File: src/rtl/cop_ctrl_pkg.sv
package cop_ctrl_pkg;
  localparam int unsigned WORD_W = 32;
  typedef logic [WORD_W-1:0] word_t;

  typedef enum logic [1:0] {
    EV_IDLE  = 2'd0,
    EV_WRITE = 2'd1,
    EV_POP   = 2'd2,
    EV_PUSH  = 2'd3
  } cop_ev_e;

  function automatic logic sw_irq(input word_t pend, input logic ie);
    return (|pend) && ie;
  endfunction
endpackage

File: src/rtl/cop_ev_arb.sv
module cop_ev_arb
  import cop_ctrl_pkg::*;
#(
  parameter int unsigned IDX_W      = 5,
  parameter int unsigned IDX_STATUS = 12,
  parameter int unsigned IDX_CAUSE  = 13
) (
  input  logic             wr_en_i,
  input  logic [IDX_W-1:0] wr_idx_i,
  input  logic             ret_i,
  input  logic             exc_i,
  output cop_ev_e          ev_o,
  output logic             wr_stat_o,
  output logic             wr_cause_o,
  output logic             wr_gp_o
);
  // entry beats return beats write
  always_comb begin
    if (exc_i)        ev_o = EV_PUSH;
    else if (ret_i)   ev_o = EV_POP;
    else if (wr_en_i) ev_o = EV_WRITE;
    else              ev_o = EV_IDLE;
  end

  always_comb begin
    wr_stat_o  = 1'b0;
    wr_cause_o = 1'b0;
    wr_gp_o    = 1'b0;
    if (ev_o == EV_WRITE) begin
      if (wr_idx_i == IDX_W'(IDX_STATUS))     wr_stat_o  = 1'b1;
      else if (wr_idx_i == IDX_W'(IDX_CAUSE)) wr_cause_o = 1'b1;
      else                                    wr_gp_o    = 1'b1;
    end
  end
endmodule

File: src/rtl/cop_stat_reg.sv
module cop_stat_reg
  import cop_ctrl_pkg::*;
#(
  parameter int unsigned STACK_LVLS = 3,
  parameter int unsigned LVL_W      = 2
) (
  input  logic    clk_i,
  input  logic    rst_ni,
  input  cop_ev_e ev_i,
  input  logic    wr_i,
  input  word_t   wr_data_i,
  output word_t   status_o
);
  localparam int unsigned STK_W = STACK_LVLS * LVL_W;

  word_t            status_q;
  logic [LVL_W-1:0] lvl_cur [STACK_LVLS];
  logic [LVL_W-1:0] lvl_psh [STACK_LVLS];
  logic [LVL_W-1:0] lvl_pop [STACK_LVLS];
  logic [STK_W-1:0] stk_psh, stk_pop;

  for (genvar l = 0; l < STACK_LVLS; l++) begin : g_lvl
    assign lvl_cur[l] = status_q[l*LVL_W +: LVL_W];
    if (l == 0) begin : g_bot
      assign lvl_psh[l] = '0;
    end else begin : g_mid
      assign lvl_psh[l] = lvl_cur[l-1];
    end
    if (l == STACK_LVLS - 1) begin : g_top
      assign lvl_pop[l] = lvl_cur[l];
    end else begin : g_low
      assign lvl_pop[l] = lvl_cur[l+1];
    end
  end

  always_comb begin
    for (int l = 0; l < STACK_LVLS; l++) begin
      stk_psh[l*LVL_W +: LVL_W] = lvl_psh[l];
      stk_pop[l*LVL_W +: LVL_W] = lvl_pop[l];
    end
  end

  always_ff @(posedge clk_i or negedge rst_ni) begin
    if (!rst_ni) begin
      status_q <= '0;
    end else begin
      case (ev_i)
        EV_PUSH: status_q[STK_W-1:0] <= stk_psh;
        EV_POP:  status_q[STK_W-1:0] <= stk_pop;
        EV_WRITE: if (wr_i) status_q <= wr_data_i;
        default: ;
      endcase
    end
  end

  assign status_o = status_q;
endmodule

File: src/rtl/cop_cause_reg.sv
module cop_cause_reg
  import cop_ctrl_pkg::*;
#(
  parameter int unsigned HW_LO   = 10,
  parameter int unsigned HW_N    = 6,
  parameter int unsigned CODE_LO = 2,
  parameter int unsigned CODE_W  = 5,
  parameter int unsigned BD_BIT  = 31
) (
  input  logic              clk_i,
  input  logic              rst_ni,
  input  cop_ev_e           ev_i,
  input  logic              wr_i,
  input  word_t             wr_data_i,
  input  logic [CODE_W-1:0] code_i,
  input  logic              bd_i,
  output word_t             cause_o
);
  localparam word_t HW_MASK = word_t'(((64'd1 << HW_N) - 64'd1) << HW_LO);

  word_t cause_q;

  always_ff @(posedge clk_i or negedge rst_ni) begin
    if (!rst_ni) begin
      cause_q <= '0;
    end else begin
      case (ev_i)
        EV_PUSH: begin
          cause_q[BD_BIT]                <= bd_i;
          cause_q[CODE_LO +: CODE_W]     <= code_i;
        end
        EV_WRITE: if (wr_i) cause_q <= wr_data_i & ~HW_MASK;
        default: ;
      endcase
    end
  end

  assign cause_o = cause_q;
endmodule

File: src/rtl/cop_gp_file.sv
module cop_gp_file
  import cop_ctrl_pkg::*;
#(
  parameter int unsigned NUM_REGS   = 32,
  parameter int unsigned IDX_STATUS = 12,
  parameter int unsigned IDX_CAUSE  = 13,
  localparam int unsigned IDX_W     = $clog2(NUM_REGS)
) (
  input  logic             clk_i,
  input  logic             rst_ni,
  input  logic             wr_i,
  input  logic [IDX_W-1:0] wr_idx_i,
  input  word_t            wr_data_i,
  output word_t            slot_o [NUM_REGS]
);
  for (genvar i = 0; i < NUM_REGS; i++) begin : g_slot
    if (i == IDX_STATUS || i == IDX_CAUSE) begin : g_hole
      assign slot_o[i] = '0;
    end else begin : g_store
      word_t q;
      always_ff @(posedge clk_i or negedge rst_ni) begin
        if (!rst_ni)                               q <= '0;
        else if (wr_i && wr_idx_i == IDX_W'(i))    q <= wr_data_i;
      end
      assign slot_o[i] = q;
    end
  end
endmodule

File: src/rtl/cop_state_ctrl.sv
module cop_state_ctrl
  import cop_ctrl_pkg::*;
#(
  parameter int unsigned NUM_REGS   = 32,
  parameter int unsigned IDX_STATUS = 12,
  parameter int unsigned IDX_CAUSE  = 13,
  parameter int unsigned STACK_LVLS = 3,
  parameter int unsigned SWI_LO     = 8,
  parameter int unsigned SWI_N      = 2,
  parameter int unsigned HW_LO      = 10,
  parameter int unsigned HW_N       = 6,
  parameter int unsigned CODE_LO    = 2,
  parameter int unsigned CODE_W     = 5,
  parameter int unsigned BD_BIT     = 31,
  localparam int unsigned IDX_W     = $clog2(NUM_REGS)
) (
  input  logic              clk_i,
  input  logic              rst_ni,
  input  logic              wr_en_i,
  input  logic [IDX_W-1:0]  wr_idx_i,
  input  logic [31:0]       wr_data_i,
  input  logic [IDX_W-1:0]  rd_idx_i,
  output logic [31:0]       rd_data_o,
  input  logic              ret_i,
  input  logic              exc_i,
  input  logic [CODE_W-1:0] exc_code_i,
  input  logic              exc_bd_i,
  output logic              irq_o
);
  localparam word_t SWI_MASK = word_t'(((64'd1 << SWI_N) - 64'd1) << SWI_LO);

  cop_ev_e ev;
  logic    wr_stat, wr_cause, wr_gp;
  word_t   status_w, cause_w;
  word_t   slots [NUM_REGS];

  cop_ev_arb #(
    .IDX_W(IDX_W), .IDX_STATUS(IDX_STATUS), .IDX_CAUSE(IDX_CAUSE)
  ) u_arb (
    .wr_en_i(wr_en_i), .wr_idx_i(wr_idx_i), .ret_i(ret_i), .exc_i(exc_i),
    .ev_o(ev), .wr_stat_o(wr_stat), .wr_cause_o(wr_cause), .wr_gp_o(wr_gp)
  );

  cop_stat_reg #(.STACK_LVLS(STACK_LVLS), .LVL_W(2)) u_stat (
    .clk_i(clk_i), .rst_ni(rst_ni), .ev_i(ev), .wr_i(wr_stat),
    .wr_data_i(wr_data_i), .status_o(status_w)
  );

  cop_cause_reg #(
    .HW_LO(HW_LO), .HW_N(HW_N), .CODE_LO(CODE_LO), .CODE_W(CODE_W), .BD_BIT(BD_BIT)
  ) u_cause (
    .clk_i(clk_i), .rst_ni(rst_ni), .ev_i(ev), .wr_i(wr_cause),
    .wr_data_i(wr_data_i), .code_i(exc_code_i), .bd_i(exc_bd_i), .cause_o(cause_w)
  );

  cop_gp_file #(
    .NUM_REGS(NUM_REGS), .IDX_STATUS(IDX_STATUS), .IDX_CAUSE(IDX_CAUSE)
  ) u_gp (
    .clk_i(clk_i), .rst_ni(rst_ni), .wr_i(wr_gp), .wr_idx_i(wr_idx_i),
    .wr_data_i(wr_data_i), .slot_o(slots)
  );

  always_comb begin
    if (rd_idx_i == IDX_W'(IDX_STATUS))     rd_data_o = status_w;
    else if (rd_idx_i == IDX_W'(IDX_CAUSE)) rd_data_o = cause_w;
    else                                    rd_data_o = slots[rd_idx_i];
  end

  assign irq_o = sw_irq(status_w & cause_w & SWI_MASK, status_w[0]);
endmodule

File: config.mk
export PLATFORM = sky130hd
export DESIGN_NAME = cop_state_ctrl
export DESIGN_NICKNAME = d
export VERILOG_FILES = /design/src/rtl/cop_ctrl_pkg.sv /design/src/rtl/cop_ev_arb.sv /design/src/rtl/cop_stat_reg.sv /design/src/rtl/cop_cause_reg.sv /design/src/rtl/cop_gp_file.sv /design/src/rtl/cop_state_ctrl.sv
export SDC_FILE = /design/constraint.sdc
export NUM_CORES = 2
export LEC_CHECK = 0
export ABC_AREA = 1
export BUFFER_PORTS_ARGS = -buffer_cell sky130_fd_sc_hd__buf_2
export CAP_MARGIN = 20
export CORE_ASPECT_RATIO = 1.5
export CORE_MARGIN = 1.5
export CORE_UTILIZATION = 63
export CTS_CLUSTER_DIAMETER = 80
export DETAILED_ROUTE_END_ITERATION = 10
export PLACE_DENSITY = 0.8
export SYNTH_ARGS = -nofsm -noshare
export SYNTH_HDL_FRONTEND = slang
export SYNTH_SLANG_ARGS = --single-unit
File: constraint.sdc
create_clock -name clk_i -period 1.8 [get_ports clk_i]
set_input_delay 0 -clock clk_i [delete_from_list [all_inputs] [get_ports clk_i]]
set_output_delay 0 -clock clk_i [all_outputs]
set_load 0.005 [all_outputs]
==> impl_metrics.yaml <==
outcome:
  status: "complete, but fails checks"
  violations: "negative setup slack"
die:
  initial_utilization: 0.6373
  die_x_microns: 226.2
  io_pins: 86
  die_h_microns: 337.8
  num_rows: 122
  dieArea_sq_mm: 0.07642
  core-area_sq_mm: 0.07388
place:
  postPlaceCellArea_sq_mm: 0.05044
  dp_hpwl_mm: 91.43
  dp_slack_ns: 0.006639
  port_buffers: 85
  globalplace.congestion: 0.9869
power:
  ir_drop_mv: 0.8834
  power_frac_clock: 0.378
  combPwrFrac: 0.134
  sw_frac_of_total: 0.2724
  pwr_density_cell_mw_per_mm2: 993.7
  switchingPower_mw: 14.87
  cell_internal_pwr_mw: 39.71
  leakagePower_nw: 26.35
  seq_power_share: 0.487
sta:
  maxSlewHeadroom: 0.4811
  rsz0062_at_grt: "true"
  finalSetupViolCount: 32
  hold_viol: 0
  fin_ws_ns: -0.2690
  whs_ns: 0.03272
  fmax_ghz: 0.4833
  slew_viol_final: 0
  fin_setup_tns_ns: -4.684
  fin_crit_ns: 2.069
  skew_ns: 0.004908
  layout_worst_path_cycle_share: 1.149
  tightest_slew_ns: 0.7775
route:
  dr.pass1.iters: 8
  ant_nets: 0
  drc: 0
  post_drt_wl_per_cell_microns: 20.77
  drt-initial-drc-count: 5618
  viasPerCell: 6.029
  wl_mm: 148.4
  via_count: 43064
setup_path:
  crit_path_cell_trace: "inv_1, nand2_1, nand3_1, nand2_1, a21oi_2, nand2_2, nand2_2, nand4_1, buf_2"
  worstPathArrival_ns: 2.07
  cpLargestDelayFamily: "simple AND/OR/NAND/NOR gates"
  end_kind: "output pin"
  path_class: "register to output pin"
  crit_fanout: 2
  worst_path_max_delay_cell: "dfrtp_1"
  worst_setup_path_start_kind: "register"
  cp_slowest_stage_delay_ns: 0.37
  r2r_slack_ns: 0.51
  critPathBufInv: 2
  cp.required_ns: 1.80
finish:
  final_util: 0.7433
  multiInputGateArea_sq_mm: 0.01866
  area_growth_pct: 16.64
  layout_common_cells: "2175 x nand2_1, 1018 x dfrtp_1, 716 x o21ai_0"
  ff_latch_area_sq_mm: 0.02547
  nFillCells: 5314
  nets: 6130
  design_area_sq_mm: 0.05492
  drive_gt1_frac: 0.1249
  final_common_cell: "nand2_1"
clocking:
  clock_sinks: 1018
  cts_buffers: 94
  cts_buffer_depth: 3
  cts_root_buf: "clkbuf_16"
  path_clk_slew_ns: 0.06
  htree_levels: 3
  cts_tree: "done"
  clk_latency_ns: 0.67
grt:
  grt_pass1_wl_mm: 230.8
  grt_max_degree: 85
  grt_util_all_layers: 0.3936
  antenna_found_initial: 1
  grt_overflow_total: 0
  grt_pass1_vias: 42319
synth:
  syn_nets: 6050
  postSynthCellCount: 5992
  synth-seq-cells: 1018
  ys_seq_area_frac: 0.5410
  ys_types: 30
  syn_avg_cell_area_sq_um: 7.858
  ys_warn_count: 0
  syn_area_sq_mm: 0.04708
job:
  maxCapViolCount: 0
min_path:
  min_path_type: "input port to asynchronous set/reset pin"
[routing by layer]
metal | GRT usage | wire length (microns) | up-vias
met5 | 0 | 0 | -
met3 | 0.06319 | 14320 | 608
met1 | 0.4869 | 53760 | 20660
li1 | - | - | 19304
met4 | 0.2620 | 9938 | 0
met2 | 0.6403 | 70360 | 2492
[state kept, by name (all words and copies together), names as in the netlist]
signal	count
u_stat.status_o	32
u_gp.g_slot.g_store.q	960
u_cause.cause_o	26
[final cells by class]
| type | count | area share |
|---|---|---|
| timing repair buffer | 446 | 0.09059 |
| tap | 992 | 0.02260 |
| clock inverter | 40 | 0.007382 |
| sequential | 1018 | 0.4639 |
| clock buffer | 134 | 0.05001 |
| inverter | 372 | 0.02568 |
| antenna | 1 | 0.00004557 |
| multi-input combinational | 4140 | 0.3398 |
[power groups by stage]
stage,clock [mW],sequential [mW],combinational [mW]
2_1_floorplan,0,26.6,4.26
3_3_place_gp,0,26.8,6.47
6_report,20.6,26.6,7.34
3_5_place_dp,0,26.9,6.73
5_1_grt,21.6,26.8,8.20
4_1_cts,20.7,26.5,7.08
[Yosys cell counts]
cell | n | area, sq um
inv_2 | 11 | 41.29
o21ai_1 | 331 | 1657
buf_6 | 41 | 461.7
ha_1 | 5 | 62.56
dfrtp_1 | 1018 | 25470
buf_2 | 35 | 175.2
nor2_4 | 1 | 11.26
nor3_1 | 2 | 10.01
o22ai_1 | 33 | 206.5
nand2_1 | 2239 | 8404
buf_1 | 29 | 108.9
o211ai_1 | 35 | 262.8
clkinv_1 | 5 | 18.77
nor3_4 | 1 | 16.27
nand3_1 | 273 | 1366
buf_12 | 1 | 20.02
nand4_1 | 50 | 312.8
o21ai_0 | 729 | 3649
nand2_2 | 6 | 37.54
nand2_8 | 10 | 200.2
a22oi_1 | 15 | 112.6
buf_4 | 4 | 30.03
a31oi_1 | 6 | 37.54
inv_1 | 356 | 1336
nor2_2 | 8 | 50.05
a21oi_1 | 160 | 800.8
nor2_1 | 233 | 874.6
nor3_2 | 1 | 10.01
clkbuf_1 | 353 | 1325
nand2_4 | 1 | 11.26
[worst min-delay path, cell delays in order]
cell           delay [ns]
dlygate4sd3_1        0.56
buf_8                0.26
buf_12               0.24
[repair_timing]
action	in CTS	in global routing
resized for setup	109	79
buffers inserted	13	20
endpoints found under the setup margin	32	64
hold buffers	52	0
endpoints found under the hold margin	1539	0
cloned	0	1
pin swaps	55	73
[final timing paths]
kind,endpoint,from,depth (start not counted)
max in group asynchronous,u_gp.g_slot[26].g_store.q[9],rst_ni,4
min,u_gp.g_slot[22].g_store.q[9],rst_ni,3
max reg2reg,u_cause.cause_o[2],u_cause.cause_o[2],3
max,rd_data_o[4],u_gp.g_slot[10].g_store.q[4],9
min in group clk_i,u_stat.status_o[24],wr_data_i[24],4
min reg2reg,u_gp.g_slot[22].g_store.q[24],u_gp.g_slot[22].g_store.q[24],2
[cell families after synthesis]
group                      synth area share
AOI/OAI and AO/OA                    0.1428
adders and majority gates          0.001329
buffers and inverters               0.07470
DFF                                  0.5410
and+or+nand+nor                      0.2401
[metrics by stage]
step                      power (mW)  instances
final                          54.57       7143
after floorplan                30.85       5992
after CTS                      54.26       7121
after global routing           56.62       7143
after global placement         33.27       6882
after detailed placement       33.63       6882
(Power assumes the default switching activity.)
